[config.mk]
export PLATFORM = sky130hd
export DESIGN_NAME = alu_unit
export DESIGN_NICKNAME = d
export VERILOG_FILES = /design/src/rtl/alu_pkg.sv /design/src/rtl/alu_ctrl_dec.sv /design/src/rtl/alu_bit_slice.sv /design/src/rtl/alu_core.sv /design/src/rtl/alu_unit.sv
export SDC_FILE = /design/constraint.sdc
export NUM_CORES = 1
export LEC_CHECK = 0
export BUFFER_PORTS_ARGS = -buffer_cell sky130_fd_sc_hd__buf_2
export CAP_MARGIN = 20
export CORE_ASPECT_RATIO = 1.2
export CORE_MARGIN = 5
export CORE_UTILIZATION = 50
export CTS_CLUSTER_DIAMETER = 100
export DETAILED_ROUTE_END_ITERATION = 12
export GPL_TIMING_DRIVEN = 0
export PLACE_DENSITY = 0.81
export SYNTH_ARGS = -nofsm -noshare
export SYNTH_HDL_FRONTEND = slang
export SYNTH_SLANG_ARGS = --single-unit
[constraint.sdc]
create_clock -name clk_i -period 1.9 [get_ports clk_i]
set_clock_uncertainty 0.05 [all_clocks]
set_input_delay 0.38 -clock clk_i [delete_from_list [all_inputs] [get_ports clk_i]]
set_output_delay 0.38 -clock clk_i [all_outputs]
set_load 0.005 [all_outputs]
[src/rtl/alu_pkg.sv]
`timescale 1ns/1ps
package alu_pkg;

  localparam int unsigned DATA_W = 32;
  localparam int unsigned CODE_W = 6;

  typedef enum logic [1:0] {
    OP_AND = 2'b00,
    OP_OR  = 2'b01,
    OP_ADD = 2'b10,
    OP_SLT = 2'b11
  } alu_op_e;

  typedef struct packed {
    logic    inv_b;
    alu_op_e op;
  } alu_ctrl_t;

  localparam logic [CODE_W-1:0] OPC_RTYPE = 6'b000000;
  localparam logic [CODE_W-1:0] OPC_LOAD  = 6'b100011;
  localparam logic [CODE_W-1:0] OPC_STORE = 6'b101011;
  localparam logic [CODE_W-1:0] OPC_BNE   = 6'b000100;

  localparam logic [CODE_W-1:0] FN_ADD = 6'b100000;
  localparam logic [CODE_W-1:0] FN_SUB = 6'b100010;
  localparam logic [CODE_W-1:0] FN_AND = 6'b100100;
  localparam logic [CODE_W-1:0] FN_OR  = 6'b100101;
  localparam logic [CODE_W-1:0] FN_SLT = 6'b101010;

endpackage

[src/rtl/alu_ctrl_dec.sv]
`timescale 1ns/1ps
module alu_ctrl_dec
  import alu_pkg::*;
(
  input  logic [CODE_W-1:0] opcode_i,
  input  logic [CODE_W-1:0] funct_i,
  output alu_ctrl_t         ctrl_o
);

  alu_ctrl_t rtype_ctrl;

  // function-code half, only meaningful for opcode 000000
  always_comb begin
    unique case (funct_i)
      FN_ADD:  rtype_ctrl = '{inv_b: 1'b0, op: OP_ADD};
      FN_SUB:  rtype_ctrl = '{inv_b: 1'b1, op: OP_ADD};
      FN_AND:  rtype_ctrl = '{inv_b: 1'b0, op: OP_AND};
      FN_OR:   rtype_ctrl = '{inv_b: 1'b0, op: OP_OR};
      FN_SLT:  rtype_ctrl = '{inv_b: 1'b1, op: OP_SLT};
      default: rtype_ctrl = '{inv_b: 1'b0, op: OP_ADD}; // R10 fallback
    endcase
  end

  always_comb begin
    unique case (opcode_i)
      OPC_RTYPE: ctrl_o = rtype_ctrl;
      OPC_LOAD,
      OPC_STORE: ctrl_o = '{inv_b: 1'b0, op: OP_ADD};
      OPC_BNE:   ctrl_o = '{inv_b: 1'b1, op: OP_ADD};
      default:   ctrl_o = '{inv_b: 1'b0, op: OP_ADD};
    endcase
  end

  // slt needs the subtracting chain to form its sign
  always_comb begin
    if (ctrl_o.op == OP_SLT) begin
      p_slt_inverts_r6: assert (ctrl_o.inv_b)
        else $error("slt decoded without invert-B");
    end
  end

endmodule

[src/rtl/alu_bit_slice.sv]
`timescale 1ns/1ps
module alu_bit_slice
  import alu_pkg::*;
(
  input  logic    a_i,
  input  logic    b_i,
  input  logic    inv_b_i,
  input  logic    carry_i,
  input  logic    less_i,
  input  alu_op_e op_i,
  output logic    sum_o,
  output logic    carry_o,
  output logic    res_o
);

  logic b_eff;

  assign b_eff   = b_i ^ inv_b_i;
  assign sum_o   = a_i ^ b_eff ^ carry_i;
  assign carry_o = (a_i & b_eff) | (a_i & carry_i) | (b_eff & carry_i);

  always_comb begin
    unique case (op_i)
      OP_AND: res_o = a_i & b_i;
      OP_OR:  res_o = a_i | b_i;
      OP_ADD: res_o = sum_o;
      OP_SLT: res_o = less_i;
      default: res_o = sum_o;
    endcase
  end

endmodule

[src/rtl/alu_core.sv]
`timescale 1ns/1ps
module alu_core
  import alu_pkg::*;
#(
  parameter int unsigned WIDTH = DATA_W
) (
  input  logic [WIDTH-1:0] a_i,
  input  logic [WIDTH-1:0] b_i,
  input  alu_ctrl_t        ctrl_i,
  output logic [WIDTH-1:0] res_o
);

  localparam int unsigned MSB = WIDTH - 1;

  logic [WIDTH:0]   carry;
  logic [WIDTH-1:0] sum;
  logic [WIDTH-1:0] less;
  logic             ovf;
  logic             set_lt;

  // inverting B plus a carry-in of one forms -B
  assign carry[0] = ctrl_i.inv_b;

  // signed overflow: carry into MSB differs from carry out
  assign ovf    = carry[MSB] ^ carry[WIDTH];
  assign set_lt = sum[MSB] ^ ovf;

  assign less = {{(WIDTH-1){1'b0}}, set_lt};

  for (genvar i = 0; i < WIDTH; i++) begin : g_slice
    alu_bit_slice u_slice (
      .a_i     (a_i[i]),
      .b_i     (b_i[i]),
      .inv_b_i (ctrl_i.inv_b),
      .carry_i (carry[i]),
      .less_i  (less[i]),
      .op_i    (ctrl_i.op),
      .sum_o   (sum[i]),
      .carry_o (carry[i+1]),
      .res_o   (res_o[i])
    );
  end

endmodule

[src/rtl/alu_unit.sv]
`timescale 1ns/1ps
module alu_unit
  import alu_pkg::*;
#(
  parameter int unsigned WIDTH = DATA_W
) (
  input  logic              clk_i,
  input  logic              rst_ni,
  input  logic [CODE_W-1:0] opcode_i,
  input  logic [CODE_W-1:0] funct_i,
  input  logic [WIDTH-1:0]  a_i,
  input  logic [WIDTH-1:0]  b_i,
  output logic [WIDTH-1:0]  result_o,
  output logic              zero_o,
  output logic              not_zero_o
);

  alu_ctrl_t        ctrl;
  logic [WIDTH-1:0] res_d;
  logic [WIDTH-1:0] res_q;
  logic             zero_q;

  alu_ctrl_dec u_dec (
    .opcode_i (opcode_i),
    .funct_i  (funct_i),
    .ctrl_o   (ctrl)
  );

  alu_core #(.WIDTH(WIDTH)) u_core (
    .a_i    (a_i),
    .b_i    (b_i),
    .ctrl_i (ctrl),
    .res_o  (res_d)
  );

  always_ff @(posedge clk_i or negedge rst_ni) begin
    if (!rst_ni) begin
      res_q  <= '0;
      zero_q <= 1'b1;
    end else begin
      res_q  <= res_d;
      zero_q <= ~|res_d;
    end
  end

  assign result_o   = res_q;
  assign zero_o     = zero_q;
  assign not_zero_o = ~zero_q;

  p_zero_means_clear_r9: assert property (@(posedge clk_i) disable iff (!rst_ni)
    zero_o |-> (result_o == '0));

  p_nonzero_means_set_r9: assert property (@(posedge clk_i) disable iff (!rst_ni)
    !zero_o |-> (result_o != '0));

  p_flag_pair_r9: assert property (@(posedge clk_i) disable iff (!rst_ni)
    zero_o != not_zero_o);

  p_slt_single_bit_r6: assert property (@(posedge clk_i) disable iff (!rst_ni)
    (opcode_i == OPC_RTYPE && funct_i == FN_SLT) |=> (result_o[WIDTH-1:1] == '0));

  p_and_value_r2: assert property (@(posedge clk_i) disable iff (!rst_ni)
    (opcode_i == OPC_RTYPE && funct_i == FN_AND) |=> (result_o == ($past(a_i) & $past(b_i))));

  p_or_value_r3: assert property (@(posedge clk_i) disable iff (!rst_ni)
    (opcode_i == OPC_RTYPE && funct_i == FN_OR) |=> (result_o == ($past(a_i) | $past(b_i))));

  p_bne_equal_r8: assert property (@(posedge clk_i) disable iff (!rst_ni)
    (opcode_i == OPC_BNE && a_i == b_i) |=> zero_o);

endmodule

Yosys cells after proc, flatten, opt, wreduce, memory -nomap -nowiden --
Index checks and enable logic that the tools add are counted.
Storage, ports and cells: flip-flop bits (word level) 33, bits of input ports 78, output and inout port bits 34, word-level logic and storage cells 371
Cells by class: eq/ne operators 8, muxes and demuxes 34, bitwise gates (word level) 323, reduce and logical (&&, ||, !) cells 4
Operators by type and width (number):
- $and A1 B1 Y1 | 128
- $pmux W1 S4 | 32
- $xor A1 B1 Y1 | 98
- $or A1 B1 Y1 | 96
- $reduce_or A32 Y1 | 1
- $eq A6 B6 Y1 const B | 4
- $pmux W3 S4 | 1
- $eq A6 B3 Y1 const B | 1
- $logic_not A6 Y1 | 1
- $pmux W3 S2 | 1
- $eq A2 B2 Y1 const B | 2
- $eq A2 B1 Y1 const B | 1
- $logic_not A2 Y1 | 1
- $logic_not A1 Y1 | 1
- $not A1 Y1 | 1

Logic depth before layout (Yosys ltp) --
Gate-level depths: netlist of the first run.
word-level depth 105, depth in mapped cells 43, depth with buffers taken out 42

Cells and area by module --
Synthesis of the first run repeated with hierarchy kept, for this count alone.
Unflattened totals: cell total of the unflattened synthesis 442, area total of the unflattened synthesis 3900.0 um^2
Modules (own cells, without submodules):
- alu_bit_slice | times used 32, cells each 12, area an instance 90.1 um^2, seq. area each 0.0 um^2
- alu_unit | times used 1, cells each 45, area an instance 903.4 um^2, seq. area each 827.0 um^2
- alu_ctrl_dec | times used 1, cells each 11, area an instance 86.3 um^2, seq. area each 0.0 um^2
- alu_core | times used 1, cells each 2, area an instance 27.5 um^2, seq. area each 0.0 um^2

Worst setup path before layout of the first run --
No wires, ideal clock.
path kind input-to-reg, start input funct_i[5], end register zero_q (netlist: zero_o), setup time 0.089 ns, arrival time 14.382 ns, data required time 1.761 ns, path slack -12.621 ns, stages 43, path buffers 1, cell sequence nor2b_1 a21oi_1 nor3_1 clkbuf_1 xnor2_1 fa_1 fa_1 inv_1 fa_1 fa_1 fa_1 fa_1 fa_1 fa_1 fa_1 fa_1 fa_1 fa_1 (+7 left out) fa_1 fa_1 fa_1 fa_1 fa_1 fa_1 fa_1 fa_1 fa_1 fa_1 fa_1 fa_1 nor4_1 nand4_1 o31a_1 a211oi_1 nand4bb_1 nor4b_2
On the way: longest elaborated chain between the ends 105, elaborated cells between the ends (all ways) 302, classes of those cells eq/ne (7); mux (34); bitwise (258); reduce/logical (3)
Ends and longest elaborated chain:
- start: declaration | RTL line alu_unit.sv:10 | input logic [CODE_W-1:0] funct_i,
- $eq A6 B6 Y1 | RTL line alu_ctrl_dec.sv:14 | unique case (funct_i)
- $pmux W3 S4 * | RTL line alu_ctrl_dec.sv:14
- $pmux W3 S2 * | RTL line alu_ctrl_dec.sv:25 | unique case (opcode_i)
- $xor A1 B1 Y1 | RTL line alu_bit_slice.sv:18 | assign b_eff = b_i ^ inv_b_i;
- $and A1 B1 Y1 | RTL line alu_bit_slice.sv:20 | assign carry_o = (a_i & b_eff) | (a_i & carry_i) | (b_eff & carry_i);
- $or A1 B1 Y1 (2 in series) | RTL line alu_bit_slice.sv:20
- $and A1 B1 Y1 | RTL line alu_bit_slice.sv:20
- $or A1 B1 Y1 (2 in series) | RTL line alu_bit_slice.sv:20
- (+85 left out)
- $or A1 B1 Y1 (2 in series) | RTL line alu_bit_slice.sv:20
- $and A1 B1 Y1 | RTL line alu_bit_slice.sv:20
- $or A1 B1 Y1 (2 in series) | RTL line alu_bit_slice.sv:20
- $xor A1 B1 Y1 | RTL line alu_core.sv:25 | assign ovf = carry[MSB] ^ carry[WIDTH];
- $xor A1 B1 Y1 | RTL line alu_core.sv:26 | assign set_lt = sum[MSB] ^ ovf;
- $pmux W1 S4 | RTL line alu_bit_slice.sv:23 | unique case (op_i)
- $reduce_or A32 Y1 * | RTL line alu_unit.sv:42 | zero_q <= ~|res_d;
- $logic_not A1 Y1 * | RTL line alu_unit.sv:42
- end signal: assignment | RTL line alu_unit.sv:42
- end: declaration | RTL line alu_unit.sv:21 | logic zero_q;
Every way passes the cells marked *; elsewhere a longest branch is shown, timed or not.

Worst setup path after layout of the first run --
start input funct_i[1], end register zero_q (netlist: zero_o)
The elaborated chain is that of the path after synthesis.

==> metrics.csv, run 1 <==
metric,value,unit
final_area,0.00403,mm²
syn_inst,266,
numCtsBuffers,5,
critical_path.max_stage_delay,0.45,ns
start_util,51.9,%
fp-row-count,30,
die_x,80.3,µm
die_h,94.3,µm
drive_gt1_share,49.2,%
htree_num_levels,2,
final_nets,506,
worstMarginPinSlew,0.744,ns
synth-main-ff-cell,dfrtp_1,
final-setup-viol-count,33,
core,0.00571,mm²
period_share,695,%
fin_cells,476,
track_usage,23.5,%
drtPass1Iterations,4,
whs,0.0870,ns
grt_pass1_wl,13.5,mm
fmax,75.8,MHz
violations,setup timing,
ant_nets,0,
slew_headroom,50.4,%
fin_util,70.7,%
clock-sinks,33,
grt_start_max_net_pins,34,
syn-num-nets,377,
yosysUniqueCellTypes,51,
syn_area_per_cell,11.1,µm²
max_cap_violations,0,
die_area,0.00757,mm²
vias,2650,
dpl_cell_area,0.00377,mm²
hold_viol,0,
setup_ws,-11.30,ns
critPathMostFrequentCell,fa_2,
cts_tree,done,
end_kind,flip-flop,
yosys_warnings,0,
viasPerCell,5.57,
path_class,input port to flip-flop,
path_clk_slew,0.07,ns
routed_wl,8.61,mm
powerDensity,593,mW/mm²
p_leak,1.76,nW
grt_pass1_vias,2771,
critPathSlowestCell,fa_2,
synth_area,0.00296,mm²
status,"finished, violations left",
drv_slew,0,
period_minus_slack,13.20,ns
crit_required,2.04,ns
worstHoldPathType,input port to async pin,
ys_ff_latch,33,
setup_tns,-178.84,ns
synthToLayoutAreaGrowth,36.1,%
antennaDiodeCount,0,
vdd_drop_max,0.326,mV
place_congestion,0.888,
yosysSeqAreaShare,27.9,%
port_buffers,111,
clk_path_buf_depth,2,
synth_edf_count,0,
synthArstFlopShare,100,%
drc,0,
grt_setup_unrepaired,true,
crit_arrival,13.34,ns
cp_max_fo,3,
initialDrtViolationCount,176,
dp_hpwl,6.98,mm
dpl.cell_count,457,
clockRootBuffer,clkbuf_8,
hold_buffers,0,
post_drt_wl_per_cell,18.1,µm
antenna_found_initial,0,
io_pins,112,
overflow,0,
critPathLaunchType,input port,
where the power goes:
part | internal [mW] | switching, mW
Sequential | 0.847 | 0.0296
Clock | 0.253 | 0.229
Combinational | 0.540 | 0.494
Total | 1.64 | 0.752
sequential cells by signal (all words and copies together), names as in the netlist:
signal / flops
zero_o: 1
result_o: 32
metal layers:
| layer | GRT usage, % | vias up | wire, µm |
|---|---|---|---|
| met5 | 0 | - | 0 |
| met4 | 8.03 | 0 | 179 |
| met3 | 3.26 | 15 | 714 |
| met2 | 41.6 | 117 | 4470 |
| met1 | 29.0 | 1288 | 3250 |
| li1 | - | 1230 | - |
worst max-delay path, delay by kind of cell:
family                   cells  cell delay [ns]
AND/OR/NAND/NOR              6             0.90
multiplexers                 1             0.16
adder cells (fa/ha/maj)     31            10.79
buffers and inverters        4             0.41
AO/OA/AOI/OAI                3             0.66
final timing paths:
check	startpoint	to	slack [ns]	cells after the start
setup / recovery	funct_i[1]	zero_o	-11.30	45
hold / removal	rst_ni	result_o[23]	0.09	1
max in group asynchronous	rst_ni	result_o[2]	1.28	1
min in group clk_i	a_i[2]	result_o[2]	0.45	4
logic make-up (layout without fill, tap and decap cells):
kind of cell	Yosys count	count (layout)	synth area share (%)
AOI/OAI and AO/OA	71	71	18.4
xor gates and xnor gates	31	31	9.16
adders and majority gates	57	57	30.0
buffers and inverters	25	155	3.67
DFF	33	33	27.9
muxes	1	1	0.338
and+or+nand+nor	48	48	10.5
final cells by class:
class / count / area [µm²]
Buffer: 14 / 78.8
Clock buffer: 6 / 72.6
Clock inverter: 2 / 10.0
Fill cell: 445 / 1670
Inverter: 11 / 41.3
Multi-Input combinational cell: 208 / 2230
Sequential cell: 33 / 827
Tap cell: 80 / 100
Timing Repair Buffer: 122 / 672
metrics by stage:
| step | setup slack (ns) | total power [mW] |
|---|---|---|
| 6_report | -11.30 | 2.39 |
| 5_1_grt | -11.58 | 2.56 |
| 4_1_cts | -11.33 | 2.40 |
| 3_5_place_dp | -12.03 | 1.88 |
| 3_3_place_gp | -11.86 | 1.84 |
| 2_1_floorplan | -10.89 | 1.43 |
cell usage after synthesis, types with 4 or more instances:
cell type	number	area (µm²)
nand3_1	4	20.0
nor2_1	6	22.5
o22ai_1	4	25.0
a21oi_1	8	40.0
o21ai_0	5	25.0
a211oi_1	6	45.0
nor4_1	4	25.0
dfrtp_1	32	801
maj3_1	22	220
xor2_1	28	245
inv_1	11	41.3
fa_1	31	621
nand2_1	6	22.5
a22o_1	27	236
clkbuf_1	11	41.3
or3_1	4	25.0
a21o_1	7	52.6
nor3_1	4	20.0
cells in the final DEF (no fill, tap or decap), drive strengths merged, types with 2 or more instances in the layout:
master / synthesis / final
a21o: 7 / 7
nand3: 4 / 4
fa: 31 / 31
o22a: 2 / 2
nor3b: 2 / 2
clkinv: 0 / 2
xor2: 28 / 28
inv: 11 / 11
or2: 2 / 2
nand4: 2 / 2
ha: 2 / 2
nor2: 6 / 6
and2: 3 / 3
nor3: 4 / 4
buf: 3 / 125
o21ai: 5 / 5
xnor2: 3 / 3
a211oi: 6 / 6
a22o: 27 / 27
a21oi: 8 / 8
nand2: 6 / 6
or3: 4 / 4
o22ai: 4 / 4
nor4: 5 / 5
dfrtp: 32 / 32
o21a: 3 / 3
maj3: 24 / 24
nor2b: 2 / 2
clkbuf: 11 / 17
what timing repair did:
action	in CTS	in global routing
buffers inserted	7	4
endpoints found under the setup margin	33	33
pin swaps	6	6
resized for setup	22	5
No activity file was read; power rests on OpenSTA's default activity.
==> run 2: changes to the inputs <==
--- a/config.mk
+++ b/config.mk
@@ -12,6 +12,7 @@
 export CORE_UTILIZATION = 50
 export CTS_CLUSTER_DIAMETER = 100
 export DETAILED_ROUTE_END_ITERATION = 12
+export GPL_ROUTABILITY_DRIVEN = 0
 export GPL_TIMING_DRIVEN = 0
 export PLACE_DENSITY = 0.81
 export SYNTH_ARGS = -nofsm -noshare
==> constraint.sdc (replaced) <==
create_clock -name clk_i -period 1.9 [get_ports clk_i]
set_clock_uncertainty 0.05 [all_clocks]
set_input_delay 0.19 -clock clk_i [delete_from_list [all_inputs] [get_ports clk_i]]
set_output_delay 0.19 -clock clk_i [all_outputs]
set_load 0.005 [all_outputs]
==> run 2 against run 1 <==
Compared with the run above:
- the flow still finishes with violations (setup timing)
- via count grew 0.45%
- sequential power about the same
- global-route usage hardly changed
- combinational power about the same
- clock power barely moved
- highest routed layer unchanged
==> metrics.csv, run 2 (synthesis gave the netlist of run 1 again) <==
metric,value,unit
status,"finished, violations left",
violations,setup timing,
grt_pass1_wl,13.5,mm
worstMarginPinSlew,0.747,ns
clk_path_buf_depth,2,
clockRootBuffer,clkbuf_8,
core,0.00571,mm²
post_drt_wl_per_cell,18.1,µm
fin_util,70.8,%
htree_num_levels,2,
overflow,0,
fmax,76.8,MHz
numCtsBuffers,5,
final_nets,507,
critPathSlowestCell,fa_2,
multi_input_area,0.00223,mm²
hold_viol,0,
fillers,444,
slew_headroom,50.2,%
worstHoldPathType,input port to flip-flop,
internal_power,1.64,mW
combPwrFrac,43.2,%
register_area,827,µm²
final_cell_mix,"buf_2 (108), dfrtp_1 (32), fa_2 (31)",
port_buffers,111,
drive_gt1_share,48.6,%
largest_reg_flops,32,
vias,2662,
min-delay-start,a_i[2],
io_pins,112,
max_cap_violations,0,
swShare,31.5,%
setup_ws,-11.13,ns
fp-row-count,30,
vdd_drop_max,0.327,mV
cts_tree,done,
critPathMostFrequentCell,fa_2,
period_minus_slack,13.03,ns
grt_pass1_vias,2778,
die_area,0.00757,mm²
critPathLaunchType,input port,
whs,0.261,ns
p_clk_share,20.2,%
grt_setup_unrepaired,true,
p_sw,753,µW
viasPerCell,5.58,
powerDensity,593,mW/mm²
critical_path.max_stage_delay,0.46,ns
crit_arrival,13.17,ns
clock-sinks,33,
grt_start_max_net_pins,34,
period_share,686,%
dp_hpwl,6.98,mm
end_kind,flip-flop,
startpoint,funct_i[1],
antenna_found_initial,0,
cp_max_fo,3,
path_clk_slew,0.07,ns
initialDrtViolationCount,175,
path_class,input port to flip-flop,
die_h,94.3,µm
ant_nets,0,
final_common_cell,buf_2,
final-setup-viol-count,32,
drc,0,
drv_slew,0,
p_leak,1.77,nW
crit_required,2.04,ns
antennaDiodeCount,0,
routed_wl,8.63,mm
drtPass1Iterations,4,
seqPwrFrac,36.7,%
synthToLayoutAreaGrowth,36.3,%
track_usage,23.5,%
start_util,51.9,%
p_total,2.39,mW
setup_tns,-172.85,ns
die_x,80.3,µm
run 2: metrics by stage:
stage	std cells	area, µm²	setup WS (ns)
floorplan	266	3110	-10.70
global placement	457	3770	-11.67
detailed placement	457	3770	-11.84
CTS	473	3980	-11.14
global route	477	4040	-11.39
finish	477	4040	-11.13
run 2: cell type report:
type / count / area share [%]
multi-input cells: 208 / 55.1
flip-flops and latches: 33 / 20.5
repair buffers: 123 / 16.9
well taps: 80 / 2.48
plain buffers: 14 / 1.95
clock buffers: 6 / 1.80
inverters: 11 / 1.02
clock inverters: 2 / 0.248
run 2: path summary, 6_finish.rpt:
path / endpoint / slack [ns] / depth (start not counted)
max: zero_o / -11.13 / 45
min: result_o[2] / 0.26 / 4
max in group asynchronous: result_o[2] / 0.92 / 2
min in group asynchronous: result_o[23] / 0.44 / 2
run 2: per-layer routing:
layer / GRT usage (%) / wire length (µm)
met1: 28.7 / 3280
met2: 41.9 / 4520
met3: 3.84 / 685
met4: 7.75 / 144
met5: 0 / 0
run 2: critical path, delay by kind of cell:
| kind | cells | cell delay [ns] |
|---|---|---|
| compound gates | 3 | 0.66 |
| fa+ha+maj | 31 | 10.81 |
| buf+inv | 4 | 0.41 |
| mux | 1 | 0.16 |
| simple gates | 6 | 0.90 |
run 2: timing repair:
| action | in CTS | in global routing |
|---|---|---|
| hold buffers | 1 | 0 |
| pin swaps | 6 | 6 |
| endpoints found under the setup margin | 33 | 32 |
| buffers inserted | 7 | 4 |
| hold endpoints to repair | 32 | 0 |
| gates resized for setup | 20 | 5 |
run 2: power by group through the flow:
stage | Sequential, mW | Combinational, mW | Clock, mW
5_1_grt | 0.892 | 1.14 | 0.527
3_5_place_dp | 0.891 | 0.985 | 0
3_3_place_gp | 0.888 | 0.954 | 0
6_report | 0.877 | 1.03 | 0.482
2_1_floorplan | 0.922 | 0.508 | 0
4_1_cts | 0.879 | 1.02 | 0.490
